===== src/rtl/gei_pkg.sv =====
package gei_pkg;
  localparam int MODE_W          = 4;
  localparam int BUS_W           = 32;
  localparam int FIELDS_PER_WORD = BUS_W / MODE_W;

  typedef logic [MODE_W-1:0] trig_t;

  localparam trig_t TRIG_LOW  = 4'd0;
  localparam trig_t TRIG_HIGH = 4'd1;
  localparam trig_t TRIG_FALL = 4'd2;
  localparam trig_t TRIG_RISE = 4'd3;
  localparam trig_t TRIG_BOTH = 4'd4;
  localparam trig_t TRIG_OFF  = 4'd15;

  function automatic int cfg_words(input int pins);
    return (pins + FIELDS_PER_WORD - 1) / FIELDS_PER_WORD;
  endfunction
endpackage


===== src/rtl/gei_sync.sv =====
module gei_sync #(
  parameter int NUM_PINS = 32,
  parameter int STAGES   = 2
) (
  input  logic                clk,
  input  logic                rst,
  input  logic [NUM_PINS-1:0] pin_i,
  output logic [NUM_PINS-1:0] lvl_o,
  output logic [NUM_PINS-1:0] prv_o
);
  logic [NUM_PINS-1:0] stg_q [STAGES];
  logic [NUM_PINS-1:0] prv_q;

  always_ff @(posedge clk) begin
    if (rst) begin
      for (int s = 0; s < STAGES; s++) stg_q[s] <= '0;
      prv_q <= '0;
    end else begin
      stg_q[0] <= pin_i;
      for (int s = 1; s < STAGES; s++) stg_q[s] <= stg_q[s-1];
      prv_q <= stg_q[STAGES-1];
    end
  end

  assign lvl_o = stg_q[STAGES-1];
  assign prv_o = prv_q;
endmodule


===== src/rtl/gei_detect.sv =====
module gei_detect
  import gei_pkg::*;
#(
  parameter int NUM_PINS = 32
) (
  input  logic                       clk,
  input  logic                       rst,
  input  logic [NUM_PINS-1:0]        lvl_i,
  input  logic [NUM_PINS-1:0]        prv_i,
  input  logic [NUM_PINS*MODE_W-1:0] cfg_i,
  output logic [NUM_PINS-1:0]        evt_o
);
  for (genvar p = 0; p < NUM_PINS; p++) begin : g_pin
    trig_t mode_w;
    assign mode_w = cfg_i[p*MODE_W +: MODE_W];

    always_comb begin
      case (mode_w)
        TRIG_LOW:  evt_o[p] = ~lvl_i[p];
        TRIG_HIGH: evt_o[p] = lvl_i[p];
        TRIG_FALL: evt_o[p] = prv_i[p] & ~lvl_i[p];
        TRIG_RISE: evt_o[p] = ~prv_i[p] & lvl_i[p];
        TRIG_BOTH: evt_o[p] = prv_i[p] ^ lvl_i[p];
        default:   evt_o[p] = 1'b0;
      endcase
    end

    // an edge-mode event requires the synchronised pin to have moved
    a_r4_edge_needs_change: assert property (@(posedge clk) disable iff (rst)
      (evt_o[p] && (mode_w == TRIG_FALL || mode_w == TRIG_RISE || mode_w == TRIG_BOTH))
      |-> (lvl_i[p] != prv_i[p]));
  end
endmodule


===== src/rtl/gei_regs.sv =====
module gei_regs
  import gei_pkg::*;
#(
  parameter int NUM_PINS = 32,
  parameter int ADDR_W   = 3
) (
  input  logic                       clk,
  input  logic                       rst,
  input  logic                       wr_i,
  input  logic                       rd_i,
  input  logic [ADDR_W-1:0]          addr_i,
  input  logic [BUS_W-1:0]           wdata_i,
  input  logic [NUM_PINS-1:0]        evt_i,
  output logic [NUM_PINS*MODE_W-1:0] cfg_o,
  output logic [NUM_PINS-1:0]        mask_o,
  output logic [NUM_PINS-1:0]        pend_o,
  output logic [BUS_W-1:0]           rdata_o
);
  localparam int CFG_WORDS = cfg_words(NUM_PINS);
  localparam int PEND_ADDR = CFG_WORDS;
  localparam int MASK_ADDR = CFG_WORDS + 1;

  logic [NUM_PINS*MODE_W-1:0] cfg_q;
  logic [NUM_PINS-1:0]        mask_q, pend_q, clr_w;
  logic [BUS_W-1:0]           rd_word, rdata_q;
  logic                       pend_wr;

  for (genvar p = 0; p < NUM_PINS; p++) begin : g_cfg
    localparam int WORD = p / FIELDS_PER_WORD;
    localparam int OFS  = (p % FIELDS_PER_WORD) * MODE_W;
    always_ff @(posedge clk) begin
      if (rst)
        cfg_q[p*MODE_W +: MODE_W] <= TRIG_OFF;
      else if (wr_i && addr_i == ADDR_W'(WORD))
        cfg_q[p*MODE_W +: MODE_W] <= wdata_i[OFS +: MODE_W];
    end
  end

  assign pend_wr = wr_i && (addr_i == ADDR_W'(PEND_ADDR));
  assign clr_w   = pend_wr ? wdata_i[NUM_PINS-1:0] : '0;

  always_ff @(posedge clk) begin
    if (rst) begin
      mask_q <= '1;
      pend_q <= '0;
    end else begin
      if (wr_i && addr_i == ADDR_W'(MASK_ADDR)) mask_q <= wdata_i[NUM_PINS-1:0];
      pend_q <= (pend_q & ~clr_w) | evt_i;
    end
  end

  always_comb begin
    rd_word = '0;
    if (int'(addr_i) < CFG_WORDS) begin
      for (int p = 0; p < NUM_PINS; p++)
        if (int'(addr_i) == p / FIELDS_PER_WORD)
          rd_word[(p % FIELDS_PER_WORD)*MODE_W +: MODE_W] = cfg_q[p*MODE_W +: MODE_W];
    end else if (int'(addr_i) == PEND_ADDR) begin
      rd_word = BUS_W'(pend_q);
    end else if (int'(addr_i) == MASK_ADDR) begin
      rd_word = BUS_W'(mask_q);
    end
  end

  always_ff @(posedge clk) begin
    if (rst) rdata_q <= '0;
    else     rdata_q <= rd_i ? rd_word : '0;
  end

  assign cfg_o   = cfg_q;
  assign mask_o  = mask_q;
  assign pend_o  = pend_q;
  assign rdata_o = rdata_q;

  // a bit written with 1 and not hit by an event is gone on the next cycle
  a_r6_clear_takes: assert property (@(posedge clk) disable iff (rst)
    pend_wr |=> ((pend_q & $past(clr_w & ~evt_i)) == '0));
  // without a pending write no bit may fall
  a_r6_no_silent_drop: assert property (@(posedge clk) disable iff (rst)
    !pend_wr |=> ((pend_q & $past(pend_q)) == $past(pend_q)));
  // every event lands in pending, whatever the clear or the mask says
  a_r7_event_wins: assert property (@(posedge clk) disable iff (rst)
    (|evt_i) |=> ((pend_q & $past(evt_i)) == $past(evt_i)));
endmodule


===== src/rtl/pin_event_irq.sv =====
module pin_event_irq
  import gei_pkg::*;
#(
  parameter int NUM_PINS    = 32,
  parameter int SYNC_STAGES = 2,
  parameter int ADDR_W      = $clog2(((NUM_PINS + 7) / 8) + 2)
) (
  input  logic                clk,
  input  logic                rst,
  input  logic [NUM_PINS-1:0] pin_i,
  input  logic                bus_wr,
  input  logic                bus_rd,
  input  logic [ADDR_W-1:0]   bus_addr,
  input  logic [BUS_W-1:0]    bus_wdata,
  output logic [BUS_W-1:0]    bus_rdata,
  output logic                irq_o
);
  logic [NUM_PINS-1:0]        lvl_w, prv_w, evt_w, mask_w, pend_w;
  logic [NUM_PINS*MODE_W-1:0] cfg_w;
  logic                       irq_q;

  gei_sync #(.NUM_PINS(NUM_PINS), .STAGES(SYNC_STAGES)) i_sync (
    .clk(clk), .rst(rst), .pin_i(pin_i), .lvl_o(lvl_w), .prv_o(prv_w)
  );

  gei_detect #(.NUM_PINS(NUM_PINS)) i_detect (
    .clk(clk), .rst(rst), .lvl_i(lvl_w), .prv_i(prv_w), .cfg_i(cfg_w), .evt_o(evt_w)
  );

  gei_regs #(.NUM_PINS(NUM_PINS), .ADDR_W(ADDR_W)) i_regs (
    .clk(clk), .rst(rst), .wr_i(bus_wr), .rd_i(bus_rd), .addr_i(bus_addr),
    .wdata_i(bus_wdata), .evt_i(evt_w), .cfg_o(cfg_w), .mask_o(mask_w),
    .pend_o(pend_w), .rdata_o(bus_rdata)
  );

  always_ff @(posedge clk) begin
    if (rst) irq_q <= 1'b0;
    else     irq_q <= |(pend_w & ~mask_w);
  end

  assign irq_o = irq_q;

  // with every pin masked the line must be low one cycle later
  a_r8_masked_quiet: assert property (@(posedge clk) disable iff (rst)
    (&mask_w) |=> !irq_o);
  // an unmasked pending bit must raise the line one cycle later
  a_r8_unmasked_raises: assert property (@(posedge clk) disable iff (rst)
    (|(pend_w & ~mask_w)) |=> irq_o);
endmodule


===== config.mk =====
export PLATFORM = sky130hd
export DESIGN_NAME = pin_event_irq
export DESIGN_NICKNAME = d
export VERILOG_FILES = /design/src/rtl/gei_pkg.sv /design/src/rtl/gei_sync.sv /design/src/rtl/gei_detect.sv /design/src/rtl/gei_regs.sv /design/src/rtl/pin_event_irq.sv
export SDC_FILE = /design/constraint.sdc
export NUM_CORES = 1
export LEC_CHECK = 0
export BUFFER_PORTS_ARGS = -buffer_cell sky130_fd_sc_hd__buf_2
export CAP_MARGIN = 25
export CELL_PAD_IN_SITES_DETAIL_PLACEMENT = 2
export CELL_PAD_IN_SITES_GLOBAL_PLACEMENT = 2
export CORE_ASPECT_RATIO = 0.7
export CORE_MARGIN = 2
export CORE_UTILIZATION = 38
export CTS_CLUSTER_SIZE = 10
export DETAILED_ROUTE_END_ITERATION = 8
export PLACE_DENSITY = 0.83
export SLEW_MARGIN = 20
export SYNTH_ARGS = -nofsm -noshare
export SYNTH_HDL_FRONTEND = slang
export SYNTH_SLANG_ARGS = --single-unit

===== constraint.sdc =====
create_clock -name clk -period 2.2 [get_ports clk]
set_input_delay 0.66 -clock clk [delete_from_list [all_inputs] [get_ports clk]]
set_output_delay 0.66 -clock clk [all_outputs]
set_load 0.01 [all_outputs]

* Word level (Yosys, flattened, before mapping) *
Memory sizes are Yosys's and may differ from the RTL's.
Cells that the tools add are included.

word-level totals
  register bits after elaboration = 257
  input port bits = 71
  memories kept = 1
  bits in writable memories = 64
  output and inout port bits = 33

memories
  memory        depth  bits a word  rd ports  clocked after memory_dff  write ports  line            source
  i_sync.stg_q  2      32           2         0                         2            gei_sync.sv:11  logic [NUM_PINS-1:0] stg_q [STAGES];

cells by class
  order comparisons = 1
  eq/ne operators = 138
  mux-type cells = 73
  bitwise operators = 168
  reductions and logical operators = 42

operators by type and width
  kind                number
  $eq 4x2->1 const B  64
  $mux 32             6
  $pmux 1 s5          32
  $eq 4x1->1 const B  32
  $eq 4x3->1 const B  32
  $logic_not 4->1     32
  $mux 4              32
  $not 1->1           65
  $and 1x1->1         64
  $and 32x32->32      2
  $not 32->32         2
  $or 32x32->32       1
  $reduce_or 32->1    1
  $xor 1x1->1         32
  $eq 3x3->1 const B  6
  $eq 3x2->1 const B  3
  $logic_and 1x1->1   6
  $logic_not 3->1     2
  $eq 3x1->1 const B  1
  $lt 3x3->1 const B  1
  $mux 1              3
  $or 1x1->1          2
  $reduce_or 2->1     1

* Depth between registers and ports, before layout *
Gate-level depths: netlist (run 1).

  word-level depth = 6
  mapped depth = 8
  mapped depth without buffers = 6

* By module *
Synthesis (run 1) repeated with hierarchy kept, for this count alone.

unflattened totals
  cell total of the unflattened synthesis = 1,598
  area total of the unflattened synthesis = 15,199.6 um2

modules (own cells, without submodules)
  module         area each (um2)  sequential area each (um2)  instances  cells each
  gei_regs       9,389.0          4,484.3                     1          962
  gei_sync       2,840.2          1,921.8                     1          234
  gei_detect     2,696.3          0.0                         1          348
  pin_event_irq  274.0            20.0                        1          54

* Worst setup path after synthesis (run 1) *
Ideal clock, no wire load.

  path type = input-to-reg
  start = input bus_addr[0]
  end = register i_regs.rdata_q[10], in the netlist i_regs.rdata_o[10]
  stages = 6
  data required time = 2.072 ns
  setup slack = 0.319 ns
  data arrival time = 1.753 ns
  cell sequence = buf_6 > buf_4 > buf_2 > mux4_2 > a22oi_1 > nor2_1

between the ends
  word-level cells in the longest chain between the ends = 6
  elaborated cells between the ends (all ways) = 14
  classes of those cells = order compare: 1; eq/ne: 5; mux: 7; reduce/logical: 1

ends and longest elaborated chain
  item                  line                 source
  from (decl)           pin_event_irq.sv:13  input logic [ADDR_W-1:0] bus_addr,
  $logic_not 3->1       gei_regs.sv:56       if (int'(addr_i) == p / FIELDS_PER_WORD)
  $mux 4 (4 in series)  gei_regs.sv:56
  $mux 32 *             gei_regs.sv:54       if (int'(addr_i) < CFG_WORDS) begin
  to (signal assigned)  gei_regs.sv:67       else rdata_q <= rd_i ? rd_word : '0;
  to (decl)             gei_regs.sv:25       logic [BUS_W-1:0] rd_word, rdata_q;

Mark *: on every way between the ends. The rest lies on a longest branch, timed or not.
A chain may end at the register's enable or synchronous reset.

* Worst setup path in the final report (run 1) *
  start = register i_sync.prv_q[9], in the netlist i_sync.prv_o[9], read port of i_sync.stg_q
  end = register i_regs.pend_q[9], in the netlist i_regs.pend_o[9]

between the ends
  word-level cells in the longest chain between the ends = 4
  elaborated cells between the ends (all ways) = 6
  classes of those cells = mux: 1; bitwise: 5

ends and longest elaborated chain
  item                  line              source
  from (decl)           gei_sync.sv:12    logic [NUM_PINS-1:0] prv_q;
  $not 1->1             gei_detect.sv:22  TRIG_RISE: evt_o[p] = ~prv_i[p] & lvl_i[p];
  $and 1x1->1           gei_detect.sv:22
  $pmux 1 s5 *          gei_detect.sv:18  case (mode_w)
  $or 32x32->32 *       gei_regs.sv:48    pend_q <= (pend_q & ~clr_w) | evt_i;
  to (signal assigned)  gei_regs.sv:48
  to (decl)             gei_regs.sv:24    logic [NUM_PINS-1:0] mask_q, pend_q, clr_w;

Marked as above.

==> results of run 1 <==
critical path: stages, from the launching register on:
cell and delay (ns):
dfxtp_1 0.33, inv_1 0.05, ha_1 0.29, a2111oi_0 0.67, o31ai_1 0.27, a21oi_1 0.19
per-stage QoR:
stage,setup slack [ns],util,total power [uW],hold slack (ns),area [sq um]
2_1_floorplan,0.319,-,6930,0.414,14600
3_3_place_gp,0.125,0.419,7400,0.418,16000
3_5_place_dp,0.0447,0.419,7490,0.428,16000
4_1_cts,0.388,0.446,13300,0.319,17100
5_1_grt,0.212,0.446,13700,0.336,17100
6_report,0.346,0.446,13200,0.334,17100
area by class of cell:
cell class | instances | area (sq um)
Sequential cell | 321 | 6430
Tap cell | 496 | 621
Inverter | 121 | 454
Fill cell | 4104 | 21200
Clock buffer | 50 | 1060
Multi-Input combinational cell | 1058 | 7290
Timing Repair Buffer | 154 | 1200
registers in the layout (all words and copies together), names as in the netlist:
register / flops
irq_o: 1
i_regs.mask_o: 32
i_sync.prv_o: 32
i_regs.pend_o: 32
i_sync.stg_q: 64
i_regs.cfg_o: 128
i_regs.rdata_o: 32
layer usage:
metal	track usage	vias to the layer above
li1	-	5628
met1	0.346	6301
met2	0.435	255
met3	0.0407	69
met4	0.0617	0
met5	0	-
logic make-up after synthesis:
family                     Yosys count
DFF                                321
buffers and inverters              213
and+or+nand+nor                    649
adders and majority gates           64
AOI/OAI and AO/OA                  273
muxes                               72
cells in the mapped netlist:
cell type	number	area share
o21bai_1	8	0.0041
or2_2	1	0.00043
o31ai_1	24	0.012
nand2b_4	1	0.00094
nor3_2	1	0.00068
mux2i_1	32	0.022
o32ai_1	8	0.0048
nand2_1	256	0.066
a41oi_1	1	0.00060
a211o_1	96	0.057
nor2b_1	161	0.069
nand3_1	1	0.00034
buf_4	11	0.0056
nor3_1	32	0.011
a2111oi_0	24	0.014
ha_1	64	0.055
nor4bb_1	1	0.00068
nor2_1	89	0.023
nand3b_1	64	0.033
a22oi_1	32	0.016
nor4_1	4	0.0017
o21ai_0	32	0.011
buf_2	22	0.0075
nand2b_1	10	0.0043
buf_6	8	0.0062
clkbuf_2	1	0.00034
mux2_2	8	0.0062
a21oi_1	32	0.011
mux4_2	32	0.049
inv_1	121	0.031
dfxtp_1	321	0.44
o22ai_1	16	0.0068
nor3b_1	24	0.012
nand2_2	1	0.00043
clkbuf_1	50	0.013
nor3_4	2	0.0022
nor2_4	1	0.00077
where the power goes:
part / leakage [uW] / switching [uW] / total [uW] / internal, uW
combinational: 0.00381 / 660 / 1160 / 503
clock: 0.000516 / 2480 / 5800 / 3320
sequential: 0.00263 / 199 / 6220 / 6020
total: 0.00695 / 3340 / 13200 / 9840
worst paths after layout:
kind	slack, ns	cells after the start	to	from
max	0.35	5	i_regs.pend_o[9]	i_sync.prv_o[9]
max reg2reg	0.35	5	i_regs.pend_o[9]	i_sync.prv_o[9]
min	0.33	2	i_sync.stg_q[0][6]	pin_i[6]
min reg2reg	0.44	1	i_sync.stg_q[0][40]	i_sync.stg_q[0][8]
placed cells by master, fill, tap and decap left out, drive strengths merged, types with 4 or more instances in the layout:
master and instances:
a2111oi 24, a211o 96, a21oi 32, a22oi 32, buf 154, clkbuf 50, dfxtp 321, ha 64
inv 121, mux2 8, mux2i 32, mux4 32, nand2 257, nand2b 11, nand3b 64, nor2 90
nor2b 161, nor3 35, nor3b 24, nor4 4, o21ai 32, o21bai 8, o22ai 16, o31ai 24
o32ai 8
==> summary.txt, run 1 <==
Yosys
  • Sequential area share after synthesis: 0.439
  • Cell variety after synth: 37
  • Complex-gate fraction of the synthesized area: 0.139
  • Gate Count Post-Synth: 1592
  • Syn_area_per_cell: 9.19 sq um
  • Synth Area in Adders: 0.0548
  • Syn_nets: 1727
  • Synth Area in Simple Gates: 0.226
  • Warnings, synthesis: 0
  • Main combinational cell family by area after synthesis: simple AND/OR/NAND/NOR gates
  • Multiplexer area fraction after synthesis: 0.0773
  • Yosys reg bits: 321
  • Xor/xnor share of the synthesized area: 0
  • Post-Syn Area: 14600 sq um

Layout
  • Layout cells sized above 1: 0.144
  • Nets: 1829
  • P&R area growth vs syn: 16.6%
  • Diode count: 0
  • Final cell count without fillers: 2200

Route
  • Top Metal Used: met4
  • Via/cell ratio: 5.57
  • DRT Wirelength: 51100 um
  • DR WL/cell: 23.2 um
  • Drt first pass iters: 5
  • Metal-1 WL: 23500 um
  • Initial drt markers: 725
  • Met3 Wirelength: 2410 um
  • Met2 WL: 24200 um
  • Via count: 12.3k
  • # DRC: 0
  • Antenna Violating Nets Remaining: 0

Floorplanning
  • Starting Density: 0.383
  • Row count: 60
  • Core area: 38200 sq um
  • Chip width: 238 um
  • Die ar.: 40100 sq um
  • I/O Pins: 104
  • Die H: 168 um

Global routing
  • Congestion Overflow GR: 0
  • First-pass GRT wire length: 79800 um
  • GRT Util Overall: 0.258
  • Vias in the first global route: 13.6k
  • Pin count of the biggest net entering global routing: 59
  • Antenna violations before repair: 2

Worst setup path
  • Crit Path Max Fanout: 2
  • Endpoint type of the worst setup path: register
  • Worst EP arrival: 2.33 ns
  • WS Path Type: reg -> reg
  • Req. time, crit path: 2.67 ns
  • Crit start category: register

Clock tree
  • Clock slew at reported path FFs: 0.06 ns
  • CTS Hold Bufs: 0
  • H-tree Lvls: 2
  • CTS Buf Count: 38
  • CTS resizes: 0
  • Post-CTS setup buffers: 0
  • Worst-Skew Late Latency: 0.54 ns
  • Clk sinks: 321
  • Clock buffer depth: 3
  • CTS tree: built
  • Clk root buf: clkbuf_16

STA
  • Worst-Margin Slew: 0.697 ns
  • Fmax: 0.539 GHz
  • Final Hold Fails: 0
  • Final Skew: 0.0162 ns
  • Final Critical Period: 1.85 ns
  • Final period util: 0.843
  • Setup violators final: 0
  • Final Max Tran Viols: 0
  • Setup TNS: 0 ns
  • RSZ-0062 raised after global routing: false
  • Max-slew headroom: 0.523

Placed design
  • Cells after DPL: 2150
  • RePlAce Congestion: 0.804
  • Placed wire-length estimate: 35800 um
  • Port Buffers: 103

Flow run
  • Max_cap viols: 0

Worst hold path
  • Min-Delay Path Class: in -> reg

Power and ir drop
  • Leak: 0.00695 uW
  • Power per standard cell area: 773 nW/um^2
  • Peak supply drop: 0.424 mV

Status
  • Outcome: finished clean
No activity file was read; power rests on OpenSTA's default activity.
==> run 2, diff against run 1 <==
ABC_AREA = 1   (was unset)
CORE_UTILIZATION = 31   (was 38)
PLACE_DENSITY = 0.8   (was 0.83)
clock period = 1.7 ns   (was 2.2 ns; I/O delays follow)
==> run 2 against run 1 <==
Sequential power is 29% higher. Clock power is 33% higher. Register-to-register slack worse by 0.22 ns. Wire length is 26% higher. Global-route usage is 0.28 points lower. Synthesized cell count is 38% higher. Hold slack worse by 0.16 ns. Synthesized area is 3.2% higher. Combinational power is 44% higher. First-iteration DRC count is 21% higher. Die area is 26% higher.
==> summary.txt, run 2 <==
Placed design
  • Port Buffers: 103 (unchanged)
  • Placed wire-length estimate: 47800 um (+34%)
  • Setup WS pre-CTS: -0.243 ns (-0.287 ns)
  • RePlAce Congestion: 0.887 (+10%)

Layout
  • Fillcell total: 5640 (+37%)
  • Footprint of the multi-input gates: 6990 sq um (-4.1%)
  • Most common cell after layout, fill and taps aside: nand2_1
  • Commonest cells after routing, fill and taps aside: 521 x nand2_1, 338 x inv_1, 320 x dfxtp_1
  • Number of flip-flops in the largest register: 128 (unchanged)
  • Sequential cell area: 6430 sq um (about the same)
  • Nets: 2463 (+35%)
  • Layout cells sized above 1: 0.109 (-0.0351)
  • P&R area growth vs syn: 20.0%

STA
  • Final Skew: 0.0204 ns (+0.00424 ns)
  • Worst-Margin Slew: 0.472 ns (-0.225 ns)
  • Final Hold Fails: 0 (unchanged)
  • Fmax: 0.601 GHz
  • RSZ-0062 raised after global routing: false
  • Setup violators final: 0 (unchanged)
  • Setup TNS: 0 ns (unchanged)
  • Max-slew headroom: 0.684 (+0.161)
  • Final Max Tran Viols: 0 (unchanged)
  • Final Critical Period: 1.66 ns
  • Fin worst setup slack: 0.0360 ns (-0.310 ns)
  • Final period util: 0.979

Worst setup path
  • Critical-path top delay cell: dfxtp_1
  • Req. time, crit path: 1.19 ns (-1.48 ns)
  • WS Path Type: reg -> out
  • Bufs and invs on worst path: 1 (unchanged)
  • Endpoint type of the worst setup path: primary output
  • Worst EP arrival: 1.15 ns (-1.18 ns)
  • CP max stage delay: 0.43 ns (-0.24 ns)
  • Largest delay contributor family on the critical path: flip-flops
  • Cell breakdown of the critical path: buf_2
  • Crit Path Max Fanout: 1 (-1)
  • Crit start category: register

Route
  • Via/cell ratio: 5.16 (-7.4%)
  • Via count: 15.4k (+26%)
  • # DRC: 0 (unchanged)
  • DR WL/cell: 21.4 um (-7.8%)
  • Antenna Violating Nets Remaining: 0 (unchanged)
  • Initial drt markers: 877 (+21%)
  • DRT Wirelength: 64200 um (+26%)
  • Drt first pass iters: 6 (+1)

Global routing
  • Antenna violations before repair: 2 (unchanged)
  • First-pass GRT wire length: 98800 um (+24%)
  • Congestion Overflow GR: 0 (unchanged)
  • Vias in the first global route: 16.7k (+23%)
  • Pin count of the biggest net entering global routing: 50 (-15%)
  • GRT Util Overall: 0.255 (-0.00278)

Power and ir drop
  • Combinational share of power: 0.096 (+0.008)
  • Clock power frac: 0.443 (+0.003)
  • Power per standard cell area: 959 nW/um^2 (+24%)
  • Internal power: 12800 uW (+30%)
  • Peak supply drop: 0.675 mV (+59%)
  • NetSw: 4630 uW (+39%)
  • Switching fraction of total power: 0.266 (+0.0128)
  • Reg power frac: 0.461 (-0.011)
  • Final Power: 17400 uW (+32%)
  • Leak: 0.00928 uW (+33%)

Clock tree
  • CTS tree: built
  • Worst-Skew Late Latency: 0.54 ns (about the same)
  • H-tree Lvls: 2 (unchanged)
  • CTS Buf Count: 39 (+2.6%)
  • Clock buffer depth: 3 (unchanged)
  • Clk sinks: 321 (unchanged)
  • Clk root buf: clkbuf_16
  • CTS Hold Bufs: 0 (unchanged)
  • Clock slew at reported path FFs: 0.05 ns (about the same)

Yosys
  • Sequential area share after synthesis: 0.426 (-0.0138)
  • Cell variety after synth: 21 (-43%)
  • Post-synthesis async set-or-reset flop share: 0 (unchanged)
  • Ranking of synthesized cells by area: dfxtp_1 43%, nand2_1 13%, inv_1 8.4%
  • Warnings, synthesis: 0 (unchanged)
  • Post-synth EDFFs: 0 (unchanged)
  • Yosys top cell by area: dfxtp_1
  • Post-Syn Area: 15100 sq um (+3.2%)
  • Top_reg_cell synth: dfxtp_1
  • Gate Count Post-Synth: 2190 (+38%)
  • Syn_nets: 2325 (+35%)
  • Post-synth top area share: 0.426 (-0.0138)
  • Leading cell types by count after synthesis: 521 x nand2_1, 338 x inv_1, 321 x dfxtp_1
  • Yosys reg bits: 321 (unchanged)
  • Syn_area_per_cell: 6.89 sq um (-25%)
  • Most common cell in the synthesized netlist: nand2_1

Floorplanning
  • Die H: 189 um (+12%)
  • Row count: 67 (+12%)
  • Core area: 48000 sq um (+25%)
  • Chip width: 268 um (+12%)
  • I/O Pins: 104 (unchanged)
  • Starting Density: 0.315 (-0.0678)
  • Die ar.: 50500 sq um (+26%)

Flow run
  • Max_cap viols: 0 (unchanged)

Status
  • Outcome: finished clean

Worst hold path
  • Min-Delay Path Class: in -> reg
-- run 2: cell types whose count changed after synthesis, moves of 64 or more --
cell      previous run  this run
a211o_1             96         0
inv_1              121       338
nand2_1            256       521
nand3_1              1       243
nand3b_1            64         0
nor2_1              89       319
nor2b_1            161         0
o211ai_1             0       122
-- run 2: worst register-to-register path, cell delays in order, from the launching register on --
cell     delay [ns]
dfxtp_1        0.48
inv_1          0.13
ha_1           0.20
nand3_1        0.09
nand2_1        0.06
nor2_1         0.26
nand3_1        0.12
nand2_1        0.09
inv_1          0.04
-- run 2: final timing paths --
path                       startpoint             endpoint  slack, ns  cells after the start
setup / recovery   i_regs.rdata_o[25]        bus_rdata[25]       0.04                      1
hold / removal               pin_i[8]   i_sync.stg_q[0][8]       0.17                      3
setup reg to reg  i_sync.stg_q[0][46]    i_regs.pend_o[14]       0.13                      8
hold reg to reg   i_sync.stg_q[0][15]  i_sync.stg_q[0][47]       0.40                      2
-- run 2: area by class of cell --
class                           count  area share
Antenna cell                        3    0.000414
Clock buffer                       47      0.0577
Clock inverter                      3     0.00242
Inverter                          346      0.0719
Multi-Input combinational cell   1429       0.386
Sequential cell                   321       0.355
Tap cell                          655      0.0452
Timing Repair Buffer              191      0.0818
-- run 2: cells by family after synthesis --
| kind of cell | after synthesis | share of synthesized area |
|---|---|---|
| fa+ha+maj | 64 | 0.0530 |
| simple gates | 1120 | 0.305 |
| compound gates | 245 | 0.104 |
| buf+inv | 440 | 0.113 |
| flops | 321 | 0.426 |
-- run 2: through the flow --
step / util / cells / instance area [sq um] / hold WS (ns)
final: 0.378 / 2995 / 18100 / 0.171
after global routing: 0.378 / 2994 / 18100 / 0.168
after CTS: 0.378 / 2992 / 18100 / 0.142
after detailed placement: 0.355 / 2942 / 17000 / 0.400
after global placement: 0.355 / 2942 / 17000 / 0.394
after floorplan: - / 2190 / 15100 / 0.388
-- run 2: what timing repair did --
| action | CTS | global route |
|---|---|---|
| gates resized for setup | 1 | 0 |
| endpoints found under the setup margin | 1 | 0 |
| setup buffers | 0 | 0 |
-- run 2: metal layers --
metal  part of all wire  vias to the layer above  global-route usage
met3              0.053                      128              0.0442
met4              0.032                        0              0.0827
met1               0.47                     7761               0.353
met5                  0                        -                   0
met2               0.44                      358               0.400
li1                   -                     7194                   -
-- run 2: power by group through the flow --
stage / Clock, uW / Combinational, uW / Sequential [uW]
after floorplan: 0 / 805 / 8100
after global placement: 0 / 1560 / 8150
after detailed placement: 0 / 1640 / 8170
after CTS: 7900 / 1660 / 8010
after global routing: 8200 / 1830 / 8040
final: 7710 / 1670 / 8010
